`config.mk`:
```
export PLATFORM = sky130hd
export DESIGN_NAME = tbs_switch_element
export DESIGN_NICKNAME = d
export VERILOG_FILES = /design/src/rtl/tbs_pkg.sv /design/src/rtl/tbs_slot_timer.sv /design/src/rtl/tbs_hdr_capture.sv /design/src/rtl/tbs_route_decide.sv /design/src/rtl/tbs_stream_rewrite.sv /design/src/rtl/tbs_switch_element.sv
export SDC_FILE = /design/constraint.sdc
export NUM_CORES = 1
export LEC_CHECK = 0
export BUFFER_PORTS_ARGS = -buffer_cell sky130_fd_sc_hd__buf_4
export CAP_MARGIN = 20
export CORE_MARGIN = 5
export CORE_UTILIZATION = 40
export DETAILED_ROUTE_END_ITERATION = 16
export PLACE_DENSITY = 0.68
export SYNTH_ARGS = -nofsm -noshare
export SYNTH_HDL_FRONTEND = slang
export SYNTH_HIERARCHICAL = 1
export SYNTH_SLANG_ARGS = --single-unit
```
`constraint.sdc`:
```
create_clock -name clk -period 13 [get_ports clk]
set_input_delay 2.6 -clock clk [delete_from_list [all_inputs] [get_ports clk]]
set_output_delay 2.6 -clock clk [all_outputs]
set_load 0.05 [all_outputs]
```
`src/rtl/tbs_pkg.sv`:
```
// Package: shared decision function for the tandem banyan switching element.
// Assumes state encoding 0 = bar (straight), 1 = cross.
package tbs_pkg;

    // Next switch state from the header fields of both cells; cur is the held state.
    function automatic logic next_cross(
        input logic [1:0] act,
        input logic [1:0] conf,
        input logic       p0_wins,
        input logic [1:0] dbit,
        input logic       cur
    );
        logic r;
        unique case (act)
            2'b00:   r = cur;        // idle slot, hold
            2'b01:   r = dbit[0];    // only input 0 active
            2'b10:   r = !dbit[1];   // only input 1 active
            default: begin
                unique case (conf)
                    2'b11:   r = cur;        // both already deflected
                    2'b10:   r = dbit[0];    // input 0 still clean
                    2'b01:   r = !dbit[1];   // input 1 still clean
                    default: r = p0_wins ? dbit[0] : !dbit[1];
                endcase
            end
        endcase
        return r;
    endfunction

endpackage

```
`src/rtl/tbs_slot_timer.sv`:
```
// Slot timer: tracks the bit position of the arriving cell and of the cell
// currently leaving (delayed by LAT). Assumes slot_start marks bit 0.
module tbs_slot_timer #(
    parameter int CELL_W   = 15,
    parameter int LAT      = 5,
    parameter int ADDR_POS = 4,
    localparam int POS_W   = $clog2(CELL_W)
) (
    input  logic             clk,
    input  logic             rst_n,
    input  logic             slot_start,
    output logic [POS_W-1:0] pos_in,
    output logic [POS_W-1:0] pos_out,
    output logic             dec_en
);
    localparam logic [POS_W-1:0] P_LAST = POS_W'(CELL_W - 1);
    localparam logic [POS_W-1:0] P_LAT  = POS_W'(LAT);
    localparam logic [POS_W-1:0] P_BACK = POS_W'(CELL_W - LAT);
    localparam logic [POS_W-1:0] P_DEC  = POS_W'(ADDR_POS);

    logic [POS_W-1:0] pos_q;

    // Position of the bit on the inputs this cycle.
    always_comb begin
        if (slot_start)           pos_in = '0;
        else if (pos_q == P_LAST) pos_in = '0;
        else                      pos_in = pos_q + 1'b1;
    end

    // Position of the bit leaving this cycle (LAT bits behind, modulo slot).
    always_comb begin
        if (pos_in >= P_LAT) pos_out = pos_in - P_LAT;
        else                 pos_out = pos_in + P_BACK;
    end

    // Decision happens while the stage address bit is on the inputs.
    assign dec_en = (pos_in == P_DEC);

    // Hold the last position.
    always_ff @(posedge clk) begin
        if (!rst_n) pos_q <= P_LAST;
        else        pos_q <= pos_in;
    end
endmodule

```
`src/rtl/tbs_hdr_capture.sv`:
```
// Header capture for one input: latches the activity and conflict bits and
// shifts in the priority field (MSB first). With PRIO_W = 0 the priority is
// a constant 0, so all cells tie.
module tbs_hdr_capture #(
    parameter int PRIO_W    = 2,
    parameter int POS_W     = 4,
    localparam int PRIO_X   = (PRIO_W > 0) ? PRIO_W : 1
) (
    input  logic              clk,
    input  logic              rst_n,
    input  logic              in_bit,
    input  logic [POS_W-1:0]  pos_in,
    output logic              act,
    output logic              conf,
    output logic [PRIO_X-1:0] prio
);
    // Latch activity (bit 0) and conflict (bit 1).
    always_ff @(posedge clk) begin
        if (!rst_n) begin
            act  <= 1'b0;
            conf <= 1'b0;
        end else begin
            if (pos_in == POS_W'(0)) act  <= in_bit;
            if (pos_in == POS_W'(1)) conf <= in_bit;
        end
    end

    generate
        if (PRIO_W > 0) begin : g_prio
            // Shift in priority bits at positions 2 .. 1+PRIO_W.
            always_ff @(posedge clk) begin
                if (!rst_n)
                    prio <= '0;
                else if (pos_in >= POS_W'(2) && pos_in <= POS_W'(1 + PRIO_W))
                    prio <= (prio << 1) | PRIO_X'(in_bit);
            end
        end else begin : g_noprio
            assign prio = '0;
        end
    endgenerate
endmodule

```
`src/rtl/tbs_route_decide.sv`:
```
// Route decision: once per slot, while the stage address bits are on the
// inputs, it sets the bar/cross state and the outgoing conflict bits.
// Assumes the header registers hold the current cell's fields at that time.
module tbs_route_decide #(
    parameter int PRIO_X = 2
) (
    input  logic              clk,
    input  logic              rst_n,
    input  logic              dec_en,
    input  logic [1:0]        act,
    input  logic [1:0]        conf,
    input  logic [PRIO_X-1:0] prio0,
    input  logic [PRIO_X-1:0] prio1,
    input  logic [1:0]        dbit,
    output logic              cross_q,
    output logic [1:0]        conf_out_q
);
    import tbs_pkg::*;

    logic       nxt;
    logic [1:0] mis;

    // Next state and misroute flags from the precedence rules.
    always_comb begin
        nxt    = next_cross(act, conf, (prio0 >= prio1), dbit, cross_q);
        mis[0] = act[0] & (nxt != dbit[0]);
        mis[1] = act[1] & (nxt == dbit[1]);
    end

    // Register the state and the conflict bits to send out.
    always_ff @(posedge clk) begin
        if (!rst_n) begin
            cross_q    <= 1'b0;
            conf_out_q <= 2'b00;
        end else if (dec_en) begin
            cross_q    <= nxt;
            conf_out_q <= conf | mis;
        end
    end
endmodule

```
`src/rtl/tbs_stream_rewrite.sv`:
```
// Stream rewrite for one input: delays the serial stream by LAT bits,
// puts in the new conflict bit and rotates the address field left by one.
// Assumes the hold registers stay valid until the delayed field leaves.
module tbs_stream_rewrite #(
    parameter int LAT      = 5,
    parameter int ADDR_POS = 4,
    parameter int ADDR_W   = 3,
    parameter int POS_W    = 4
) (
    input  logic             clk,
    input  logic             rst_n,
    input  logic             in_bit,
    input  logic [POS_W-1:0] pos_in,
    input  logic [POS_W-1:0] pos_out,
    input  logic             conf_new,
    output logic             x_bit
);
    localparam logic [POS_W-1:0] P_CONF  = POS_W'(1);
    localparam logic [POS_W-1:0] P_AFST  = POS_W'(ADDR_POS);
    localparam logic [POS_W-1:0] P_ALST  = POS_W'(ADDR_POS + ADDR_W - 1);

    logic [LAT-1:0] dline;
    logic           lead_addr;

    // Delay line: dline[k] holds the bit that arrived k+1 cycles ago.
    always_ff @(posedge clk) begin
        if (!rst_n) dline <= '0;
        else        dline <= {dline[LAT-2:0], in_bit};
    end

    // Keep the leading address bit to append at the end of the field.
    always_ff @(posedge clk) begin
        if (!rst_n)                lead_addr <= 1'b0;
        else if (pos_in == P_AFST) lead_addr <= in_bit;
    end

    // Choose the outgoing bit by output position.
    always_comb begin
        if (pos_out == P_CONF)
            x_bit = conf_new;
        else if (pos_out == P_ALST)
            x_bit = lead_addr;
        else if (pos_out >= P_AFST && pos_out < P_ALST)
            x_bit = dline[LAT-2];
        else
            x_bit = dline[LAT-1];
    end
endmodule

```
`src/rtl/tbs_switch_element.sv`:
```
// Top: 2x2 bit-serial tandem banyan switching element. Bit latency is
// 3 + PRIO_W. Assumes slots arrive back to back, with slot_start on bit 0,
// and PAY_W >= 1.
module tbs_switch_element #(
    parameter int PRIO_W = 2,
    parameter int ADDR_W = 3,
    parameter int PAY_W  = 8
) (
    input  logic       clk,
    input  logic       rst_n,
    input  logic       slot_start,
    input  logic [1:0] in_bit,
    output logic [1:0] out_bit
);
    localparam int CELL_W   = 2 + PRIO_W + ADDR_W + PAY_W;
    localparam int LAT      = 3 + PRIO_W;
    localparam int ADDR_POS = 2 + PRIO_W;
    localparam int POS_W    = $clog2(CELL_W);
    localparam int PRIO_X   = (PRIO_W > 0) ? PRIO_W : 1;

    logic [POS_W-1:0]  pos_in;
    logic [POS_W-1:0]  pos_out;
    logic              dec_en;
    logic [1:0]        hdr_act;
    logic [1:0]        hdr_conf;
    logic [PRIO_X-1:0] hdr_prio [2];
    logic              sw_cross;
    logic [1:0]        cflag_hold;
    logic [1:0]        rw_bit;

    tbs_slot_timer #(.CELL_W(CELL_W), .LAT(LAT), .ADDR_POS(ADDR_POS)) u_timer (
        .clk(clk), .rst_n(rst_n), .slot_start(slot_start),
        .pos_in(pos_in), .pos_out(pos_out), .dec_en(dec_en)
    );

    generate
        for (genvar i = 0; i < 2; i++) begin : g_port
            tbs_hdr_capture #(.PRIO_W(PRIO_W), .POS_W(POS_W)) u_cap (
                .clk(clk), .rst_n(rst_n), .in_bit(in_bit[i]), .pos_in(pos_in),
                .act(hdr_act[i]), .conf(hdr_conf[i]), .prio(hdr_prio[i])
            );
            tbs_stream_rewrite #(.LAT(LAT), .ADDR_POS(ADDR_POS), .ADDR_W(ADDR_W),
                                 .POS_W(POS_W)) u_rw (
                .clk(clk), .rst_n(rst_n), .in_bit(in_bit[i]), .pos_in(pos_in),
                .pos_out(pos_out), .conf_new(cflag_hold[i]), .x_bit(rw_bit[i])
            );
        end
    endgenerate

    tbs_route_decide #(.PRIO_X(PRIO_X)) u_dec (
        .clk(clk), .rst_n(rst_n), .dec_en(dec_en), .act(hdr_act), .conf(hdr_conf),
        .prio0(hdr_prio[0]), .prio1(hdr_prio[1]), .dbit(in_bit),
        .cross_q(sw_cross), .conf_out_q(cflag_hold)
    );

    // Crossbar: bar passes straight through, cross swaps the two streams.
    always_comb begin
        out_bit[0] = sw_cross ? rw_bit[1] : rw_bit[0];
        out_bit[1] = sw_cross ? rw_bit[0] : rw_bit[1];
    end
endmodule

```
==> run_results.csv, run 1 <==
group,metric,value,unit
grt,grt_max_degree,30,
clock_network,cts.reportedPaths.clkPinSlew,0.09,ns
placed_design,port_buffers,6,
timing,worst_hold_slack,0.4372,ns
floorplan,coreArea,3661,um^2
floorplan,die_area,5097,um^2
grt,grt-busiest-layer,"met2",
grt,use_met1,14.19,%
critical_path,path_max_fanout,12,
finish,area_growth,7.718,%
detailed_routing,vias,1125,
critical_path,critical_path_required,10.40,ns
critical_path,path_class,"in -> out",
timing,finalClockSkew,0.002446,ns
clock_network,clock-sinks,27,
floorplan,rows,22,
power,power.leakage,0.5801,nW
floorplan,io_pins,7,
finish,final_util,44.36,%
critical_path,path_cells,"buf_4 > nor3_1 > buf_4 > ha_1 > o22ai_1 > o2bb2ai_1 > nor4bb_1 > nor3_1 > o22a_1 > mux2_2 > buf_4",
yosys,synth_cell_type_count,48,
clock_network,cts_max_path_buffers,2,
yosys,async_flop_share,0,%
detailed_routing,post_drt_via_cell_ratio,5.257,
detailed_routing,drtIter0Drc,45,
detailed_routing,routedWlPerCell,13.47,um
clock_network,postCtsSetupBuffers,0,
finish,final_nets,176,
finish,diodes,0,
placed_design,dp.final_hpwl,2053,um
timing,relSlewSlack,43.88,%
clock_network,cts_resized,0,
power,powerDensity,111.9,nW/um^2
clock_network,clock_latency,0.27,ns
grt,grt_pass1_wl,4850,um
yosys,seq_area_frac_synth,35.85,%
timing,slew_viol_final,0,
yosys,synth_most_common_cell,"dfxtp_1",
placed_design,preCtsSetupSlack,5.464,ns
detailed_routing,route.detailed.drc,0,
yosys,synth-edff-count,0,
detailed_routing,drtAntennaViolNets,0,
timing,finalSetupViolCount,0,
critical_path,crit_top_cell,"buf_4",
yosys,ys_seq_elements,27,
grt,antenna_found_initial,0,
yosys,yosysTopAreaCellShare,35.85,%
detailed_routing,drtPass1Iterations,4,
floorplan,start_util,41.18,%
clock_network,cts_buffers,3,
yosys,synth_common_cells,"27 x dfxtp_1, 16 x nand2_1, 11 x and2_1, 10 x mux2i_1, 8 x a21oi_1",
clock_network,cts_root_buf,"clkbuf_8",
timing,worst_pin_slew,0.8388,ns
yosys,synthTopCellsByArea,"dfxtp_1 36%, mux2i_1 6.6%, and2_1 4.6%",
grt,grt_pass1_vias,1083,
timing,tns,0,ns
detailed_routing,wirelength,2883,um
timing,post-route-period-util,58.06,%
clock_network,hold_buffers,0,
yosys,synth.cell_area,1508,um^2
yosys,synth_cells,160,
grt,grt_overflow_total,0,
yosys,synth_area_leader_cell,"dfxtp_1",
floorplan,die_y,71.40,um
clock_network,htreeDepth,1,
critical_path,start_kind,"input port",
finish,drive_gt1_share,16.27,%
yosys,synth_ff_type,"dfxtp_1",
hold_path,hold_path_class,"reg -> reg",
timing,finalCriticalPeriod,7.548,ns
timing,max_freq,0.1325,GHz
timing,hold_viol_final,0,
yosys,synth_fp_nets,169,
timing,layout_setup_ws,5.452,ns
power,peakVddDrop,0.00007081,V
yosys,avgSynthCellArea,9.423,um^2
timing,grt_setup_unrepaired,"no",
job,maxCapViolCount,0,
clock_network,cts_tree,"built",
yosys,ys_warn_count,6,
grt,use_met3,1.683,%
status,outcome,"finished, final reports clean",
critical_path,crit_slowest_cell,"nor4bb_1",
critical_path,crit_arrival,4.95,ns
critical_path,cp_slowest_stage_delay,0.30,ns
placed_design,gp_congestion,0.8236,
grt,grtUsageMet2,20.41,%
grt,track_usage,11.51,%
floorplan,die_x,71.40,um
critical_path,end_kind,"primary output",
[where the power goes]
group	total (mW)	switching [mW]	internal [mW]
Combinational	0.0413	0.0231	0.0182
Clock	0.0488	0.0271	0.0217
Sequential	0.0916	0.00510	0.0865
[layout make-up]
type                       instances  area [um^2]
clock inverter                     1        7.507
tap                               48        60.06
clock buffer                       3        41.29
multi-input combinational        122        899.6
fill                             354         2037
sequential                        27        540.5
inverter                           6        22.52
timing repair buffer               7        52.55
[cells by family (layout without fill, tap and decap cells)]
family / count (synthesis) / in the layout / share of synthesized area (%)
flops: 27 / 27 / 35.85
xor+xnor: 2 / 2 / 1.162
simple gates: 75 / 75 / 33.61
buf+inv: 11 / 17 / 4.481
mux: 12 / 12 / 8.133
compound gates: 29 / 29 / 13.45
fa+ha+maj: 4 / 4 / 3.320
[layer usage]
layer | share of wire, % | wire length [um] | up-vias
met4 | 0.59 | 17 | 0
met5 | 0 | 0 | -
met3 | 1.8 | 53 | 2
li1 | - | - | 587
met2 | 49 | 1423 | 14
met1 | 48 | 1389 | 522
[critical path, delay by kind of cell]
kind            cells  cell delay (ns)
fa+ha+maj           1             0.27
mux                 1             0.26
compound gates      3             0.64
buf+inv             3             0.57
simple gates        3             0.60
[through the flow]
step | std cells | area, um^2 | power, mW
2_1_floorplan | 160 | 1508 | 0.1258
3_3_place_gp | 210 | 1575 | 0.1322
3_5_place_dp | 210 | 1575 | 0.1345
4_1_cts | 214 | 1624 | 0.1831
5_1_grt | 214 | 1624 | 0.1923
6_report | 214 | 1624 | 0.1817
[flip-flops by register name (all words and copies together) (netlist names)]
signal	flops
g_port.u_cap/prio	4
g_port.u_cap/conf	2
u_dec/cross_q	1
u_timer/pos_q	4
g_port.u_rw/lead_addr	2
g_port.u_rw/dline	10
g_port.u_cap/act	2
u_dec/conf_out_q	2
[path summary, 6_finish.rpt]
path	startpoint	end	slack, ns	cells after the start
min reg2reg	g_port[1].u_rw/dline[1]	g_port[1].u_rw/dline[2]	0.44	1
min	g_port[1].u_rw/dline[1]	g_port[1].u_rw/dline[2]	0.44	1
max	slot_start	out_bit[1]	5.45	11
max reg2reg	u_timer/pos_q[1]	g_port[1].u_cap/prio[0]	10.78	5
[cell usage in the layout, fill, tap and decap left out, types with 3 or more instances in the layout]
cell      synthesis  final
nor3_1            7      7
a31oi_1           3      3
clkbuf_8          0      3
dfxtp_1          27     27
inv_1             5      5
and2_1           11     11
nor2_1            6      6
nand2_1          16     16
nor2b_1           5      5
ha_1              4      4
mux2i_1          10     10
nand2b_1          7      7
a21oi_1           8      8
o21ai_0           4      4
buf_4             1      7
No activity file was read; power rests on OpenSTA's default activity.
==> run 2: changes to the inputs <==
--- a/config.mk
+++ b/config.mk
@@ -5,6 +5,7 @@
 export SDC_FILE = /design/constraint.sdc
 export NUM_CORES = 1
 export LEC_CHECK = 0
+export ABC_AREA = 1
 export BUFFER_PORTS_ARGS = -buffer_cell sky130_fd_sc_hd__buf_4
 export CAP_MARGIN = 20
 export CORE_MARGIN = 5
==> constraint.sdc (replaced) <==
create_clock -name clk -period 7.5 [get_ports clk]
set_input_delay 1.5 -clock clk [delete_from_list [all_inputs] [get_ports clk]]
set_output_delay 1.5 -clock clk [all_outputs]
set_load 0.05 [all_outputs]
==> run 2 against run 1 <==
Worst hold slack lost 0.025 ns; non-clock buffer count is 1 lower; sequential cell count did not move; sequential share of layout area fell by 2.3 points; combinational power rose to 2.7 times the previous value; clock skew down 0.00088 ns; total power up 96%; worst setup slack worse by 3.2 ns; die area is 4.7% higher; critical endpoint unchanged; largest cell class unchanged.
==> run_results.csv, run 2 <==
group,metric,value,unit
yosys,synth_cells,255,
clock_network,clock_latency,0.27,ns
clock_network,clock-sinks,27,
clock_network,cts_tree,"built",
detailed_routing,drtIter0Drc,89,
timing,finalClockSkew,0.001569,ns
floorplan,coreArea,3914,um^2
yosys,synth.cell_area,1590,um^2
yosys,synth_fp_nets,264,
yosys,synth_common_cells,"68 x nand2_1, 54 x inv_1, 36 x nor2_1, 27 x dfxtp_1, 19 x nand3_1",
floorplan,io_pins,7,
finish,top_regs,"g_port.u_rw/dline: 10 flops, g_port.u_cap/prio: 4 flops, u_timer/pos_q: 4 flops",
critical_path,path_max_fanout,13,
grt,grt_max_degree,26,
yosys,yosysTopAreaCellShare,33.99,%
timing,post-route-period-util,69.43,%
timing,slew_viol_final,0,
clock_network,cts_buffers,3,
detailed_routing,wirelength,2925,um
floorplan,die_area,5337,um^2
timing,relSlewSlack,50.43,%
yosys,avgSynthCellArea,6.236,um^2
yosys,synth_most_common_cell,"nand2_1",
power,power.leakage,0.9580,nW
critical_path,end_kind,"primary output",
job,maxCapViolCount,0,
yosys,ys_warn_count,6,
finish,largest_reg_flops,10,
clock_network,cts_max_path_buffers,2,
critical_path,path_cells,"buf_4 > inv_1 > nand2_1 > nor2_1 > o21ai_0 > inv_1 > ha_1 > inv_1 > nand2_1 > nand2_1 > nand2_1 > nand2_1 > nand2_1 > inv_1 > o21ai_1 > o21bai_1 > inv_1 > a21oi_1 > nand2_1 > nand2_1 > buf_4",
grt,grt-busiest-layer,"met2",
placed_design,port_buffers,6,
grt,antenna_found_initial,0,
placed_design,placedCellCount,311,
finish,instances_no_fill,315,
critical_path,path_buf_inv,7,
placed_design,dp.final_hpwl,2252,um
yosys,async_flop_share,0,%
critical_path,crit_slowest_cell,"inv_1",
timing,grt_setup_unrepaired,"no",
yosys,synth_ff_type,"dfxtp_1",
yosys,synthTopCellsByArea,"dfxtp_1 34%, nand2_1 16%, inv_1 13%",
critical_path,crit_top_cell,"nand2_1",
timing,max_freq,0.1921,GHz
grt,grt_pass1_vias,1264,
yosys,synth_cell_type_count,24,
finish,area_growth,9.835,%
clock_network,hold_buffers,0,
power,peakVddDrop,0.00006562,V
floorplan,start_util,40.63,%
timing,worst_hold_slack,0.4118,ns
timing,hold_viol_final,0,
timing,finalCriticalPeriod,5.207,ns
finish,mostFrequentLayoutCells,"68 x nand2_1, 54 x inv_1, 36 x nor2_1, 27 x dfxtp_1, 19 x nand3_1",
yosys,synth_area_leader_cell,"dfxtp_1",
critical_path,crit_arrival,3.71,ns
grt,grtUsageMet2,20.95,%
finish,final_nets,275,
clock_network,cts.reportedPaths.clkPinSlew,0.09,ns
finish,final_util,44.63,%
detailed_routing,routedWlPerCell,9.286,um
finish,diodes,0,
timing,tns,0,ns
finish,final_area,1747,um^2
detailed_routing,route.detailed.drc,0,
critical_path,start_kind,"input port",
clock_network,cts_root_buf,"clkbuf_8",
placed_design,placed_area,1698,um^2
status,outcome,"finished, final reports clean",
finish,drive_gt1_share,10.19,%
detailed_routing,post_drt_via_cell_ratio,4.527,
finish,regMostFlops,"g_port.u_rw/dline",
detailed_routing,vias,1426,
yosys,seq_area_frac_synth,33.99,%
grt,use_met3,1.653,%
grt,track_usage,12.39,%
clock_network,htreeDepth,1,
timing,worst_pin_slew,0.7408,ns
finish,nFillCells,435,
timing,finalSetupViolCount,0,
detailed_routing,drtPass1Iterations,4,
clock_network,cts_resized,0,
grt,grt_pass1_wl,5292,um
grt,grt_overflow_total,0,
grt,use_met1,16.30,%
critical_path,path_delay_family,"buffers and inverters",
critical_path,critical_path_required,6.00,ns
critical_path,cp_slowest_stage_delay,0.29,ns
critical_path,path_class,"in -> out",
power,powerDensity,203.7,nW/um^2
detailed_routing,drtAntennaViolNets,0,
floorplan,rows,23,
floorplan,die_y,73.06,um
floorplan,die_x,73.06,um
yosys,synth-edff-count,0,
finish,final_common_cell,"nand2_1",
hold_path,hold_path_class,"reg -> reg",
clock_network,postCtsSetupBuffers,0,
yosys,ys_seq_elements,27,
placed_design,gp_congestion,0.8394,
run 2: cell types whose count changed after synthesis, moves of 7 or more:
| cell | delta |
|---|---|
| nand3_1 | +18 |
| and2_1 | -11 |
| nand2_1 | +52 |
| inv_1 | +49 |
| nor2_1 | +30 |
| nand2b_1 | -7 |
| mux2i_1 | -10 |
run 2: layout make-up:
type	count	area (um^2)	share of cell area, %
multi-input combinational	172	839.6	48.07
sequential	27	540.5	30.95
inverter	56	210.2	12.03
tap	50	62.56	3.582
timing repair buffer	6	45.04	2.579
clock buffer	3	41.29	2.364
clock inverter	1	7.507	0.4298
run 2: kinds of logic after synthesis:
| group | after synthesis | synth area share (%) |
|---|---|---|
| and+or+nand+nor | 144 | 40.83 |
| AOI/OAI and AO/OA | 24 | 8.812 |
| buffers and inverters | 56 | 13.22 |
| DFF | 27 | 33.99 |
| adders and majority gates | 4 | 3.147 |
run 2: worst register-to-register path: stages, from the launching register on:
cell and delay, ns:
dfxtp_1 0.44, nand3_1 0.15, nand2_1 0.15, nand3_1 0.09, nor2_1 0.57, nand3b_1 0.22, o21ai_0 0.08, a21oi_1 0.13
run 2: final timing paths:
| kind | start | to | slack, ns | depth (start not counted) |
|---|---|---|---|---|
| worst max-delay path | slot_start | out_bit[1] | 2.29 | 21 |
| worst min-delay path | g_port[0].u_rw/dline[1] | g_port[0].u_rw/dline[2] | 0.41 | 2 |
| worst max register to register | u_timer/pos_q[0] | g_port[0].u_rw/lead_addr | 5.62 | 7 |
| worst min register to register | g_port[0].u_rw/dline[1] | g_port[0].u_rw/dline[2] | 0.41 | 2 |
run 2: per-layer routing:
metal	vias up	wire length [um]
li1	794	-
met1	609	1510
met2	21	1316
met3	2	88
met4	0	10
met5	-	0
run 2: metrics by stage:
stage               power (mW)  setup WS (ns)
global placement        0.2763          2.323
global route            0.3865          1.942
floorplan               0.2532          2.601
detailed placement      0.2783          2.291
CTS                     0.3608          2.286
finish                  0.3558          2.293
run 2: power by group:
group          switching, mW  internal, mW  total (mW)
logic                 0.0726        0.0394       0.112
registers            0.00903         0.153       0.162
clock network         0.0440        0.0376      0.0817
total                  0.126         0.230       0.356
==> run 3: changes to the inputs <==
--- a/config.mk
+++ b/config.mk
@@ -11,7 +11,7 @@
 export CORE_MARGIN = 5
 export CORE_UTILIZATION = 40
 export DETAILED_ROUTE_END_ITERATION = 16
-export PLACE_DENSITY = 0.68
+export PLACE_DENSITY = 0.7
 export SYNTH_ARGS = -nofsm -noshare
 export SYNTH_HDL_FRONTEND = slang
 export SYNTH_HIERARCHICAL = 1
==> constraint.sdc (replaced) <==
create_clock -name clk -period 4.6 [get_ports clk]
set_input_delay 0.92 -clock clk [delete_from_list [all_inputs] [get_ports clk]]
set_output_delay 0.92 -clock clk [all_outputs]
set_load 0.05 [all_outputs]
==> run 3 against run 2 <==
Worst hold slack improved by 0.0055 ns; design area increased by 0.86%; highest routed layer unchanged; critical endpoint is now out_bit[0]; non-clock buffer count increased by 2; critical path type unchanged; cell count increased by 0.63%; largest cell class unchanged.
==> run_results.csv, run 3 (same netlist as run 2, synthesis figures left out) <==
group,metric,value,unit
status,outcome,"finished, final reports clean",
critical_path,start_kind,"input port",
hold_path,hold_path_class,"reg -> reg",
critical_path,path_max_fanout,13,
floorplan,die_x,73.06,um
floorplan,die_y,73.06,um
hold_path,hold_depth,2,
critical_path,critical_path_required,3.68,ns
power,p_total,586.0,uW
grt,track_usage,12.67,%
power,peakVddDrop,0.0001257,V
finish,largest_reg_flops,10,
timing,post-route-period-util,87.72,%
hold_path,hold_end,"g_port[0].u_rw/dline[1]",
clock_network,cts.reportedPaths.clkPinSlew,0.09,ns
critical_path,crit_slowest_cell,"inv_1",
hold_path,min_from,"g_port[0].u_rw/dline[0]",
clock_network,clock-sinks,27,
detailed_routing,route.detailed.drc,0,
placed_design,port_buffers,6,
detailed_routing,routedWlPerCell,9.189,um
critical_path,path_cells,"buf_4 > inv_1 > nand2_1 > nor2_1 > o21ai_0 > inv_1 > ha_1 > inv_1 > nand2_1 > nand2_1 > nand2_1 > nand2_1 > nand2_1 > inv_1 > o21ai_1 > o21bai_1 > inv_1 > a21oi_1 > nand2_1 > nand2_1 > buf_4",
critical_path,end_kind,"primary output",
placed_design,dp.final_hpwl,2242,um
timing,relSlewSlack,67.06,%
finish,top_regs,"g_port.u_rw/dline: 10 flops, g_port.u_cap/prio: 4 flops, u_timer/pos_q: 4 flops",
timing,tns,0,ns
finish,final_nets,277,
detailed_routing,vias,1451,
detailed_routing,drtPass1Iterations,4,
clock_network,hold_buffers,0,
timing,finalSetupViolCount,0,
floorplan,coreArea,3914,um^2
job,maxCapViolCount,0,
grt,grt_pass1_vias,1337,
critical_path,cp_slowest_stage_delay,0.29,ns
clock_network,cts_resized,0,
critical_path,crit_arrival,3.12,ns
timing,max_freq,0.2478,GHz
clock_network,cts_tree,"built",
clock_network,clock_latency,0.27,ns
critical_path,ff2ff_path_depth,11,
finish,mostFrequentLayoutCells,"68 x nand2_1, 54 x inv_1, 36 x nor2_1, 27 x dfxtp_1, 19 x nand3_1",
timing,worst_pin_slew,0.4903,ns
timing,finalClockSkew,0.004637,ns
finish,regMostFlops,"g_port.u_rw/dline",
timing,grt_setup_unrepaired,"no",
critical_path,r2r_slack,2.79,ns
critical_path,critPathLaunch,"slot_start",
detailed_routing,wirelength,2913,um
finish,final_common_cell,"nand2_1",
finish,drive_gt1_share,10.86,%
critical_path,timing.rr.start,"u_timer/pos_q[1]",
timing,hold_viol_final,0,
timing,slew_viol_final,0,
finish,area_growth,10.78,%
detailed_routing,post_drt_via_cell_ratio,4.577,
clock_network,cts_max_path_buffers,2,
floorplan,start_util,40.63,%
grt,grt_overflow_total,0,
power,powerDensity,332.6,nW/um^2
clock_network,postCtsSetupBuffers,0,
critical_path,path_class,"in -> out",
floorplan,io_pins,7,
clock_network,htreeDepth,1,
grt,grt_pass1_wl,5409,um
clock_network,cts_root_buf,"clkbuf_8",
grt,antenna_found_initial,0,
clock_network,cts_buffers,3,
detailed_routing,drtIter0Drc,63,
placed_design,gp_congestion,0.8382,
critical_path,regToRegEndpoint,"g_port[0].u_rw/lead_addr",
timing,finalCriticalPeriod,4.035,ns
grt,grt_max_degree,26,
detailed_routing,drtAntennaViolNets,0,
floorplan,rows,23,
power,power.leakage,0.9683,nW
finish,diodes,0,
floorplan,die_area,5337,um^2
critical_path,crit_top_cell,"nand2_1",
## run 3: changes by cell type in the layout (fill, tap and decap cells not counted)
cell	delta
buf_4	+2
## run 3: per-stage QoR
step / hold slack, ns / instances / util, % / cell area [um^2] / setup slack [ns]
2_1_floorplan: 0.3856 / 255 / - / 1590 / 0.8612
3_3_place_gp: 0.3908 / 313 / 43.77 / 1713 / 0.6903
3_5_place_dp: 0.3966 / 313 / 43.77 / 1713 / 0.5790
4_1_cts: 0.4184 / 317 / 45.01 / 1762 / 0.5733
5_1_grt: 0.4382 / 317 / 45.01 / 1762 / 0.1958
6_report: 0.4173 / 317 / 45.01 / 1762 / 0.5647
## run 3: critical path, delay by kind of cell
family | cells | cell delay (ns)
buf+inv | 7 | 0.82
fa+ha+maj | 1 | 0.27
compound gates | 4 | 0.53
simple gates | 9 | 0.56
## run 3: cell type report
| cell class | count | area (um^2) |
|---|---|---|
| fillers | 406 | 2152 |
| multi-input cells | 172 | 839.6 |
| flip-flops and latches | 27 | 540.5 |
| inverters | 56 | 210.2 |
| well taps | 50 | 62.56 |
| repair buffers | 8 | 60.06 |
| clock buffers | 3 | 41.29 |
| clock inverters | 1 | 7.507 |
## run 3: worst max path at each step
| stage | slack [ns] | endpoint |
|---|---|---|
| CTS | 0.57 | out_bit[0] |
| global placement | 0.69 | out_bit[0] |
| finish | 0.56 | out_bit[0] |
| global route | 0.20 | out_bit[0] |
| floorplan | 0.86 | out_bit[0] |
| detailed placement | 0.58 | out_bit[0] |
## run 3: layer usage
| metal | wire [um] | track usage, % | up-vias |
|---|---|---|---|
| li1 | - | - | 799 |
| met5 | 0 | 0 | - |
| met1 | 1480 | 16.26 | 630 |
| met2 | 1279 | 20.56 | 15 |
| met4 | 63 | 5.943 | 0 |
| met3 | 89 | 2.066 | 7 |
## run 3: power breakdown
part	switching (mW)	internal (mW)	total, mW
clock	0.0743	0.0615	0.136
combinational	0.120	0.0667	0.186
sequential	0.0142	0.250	0.264
total	0.208	0.378	0.586
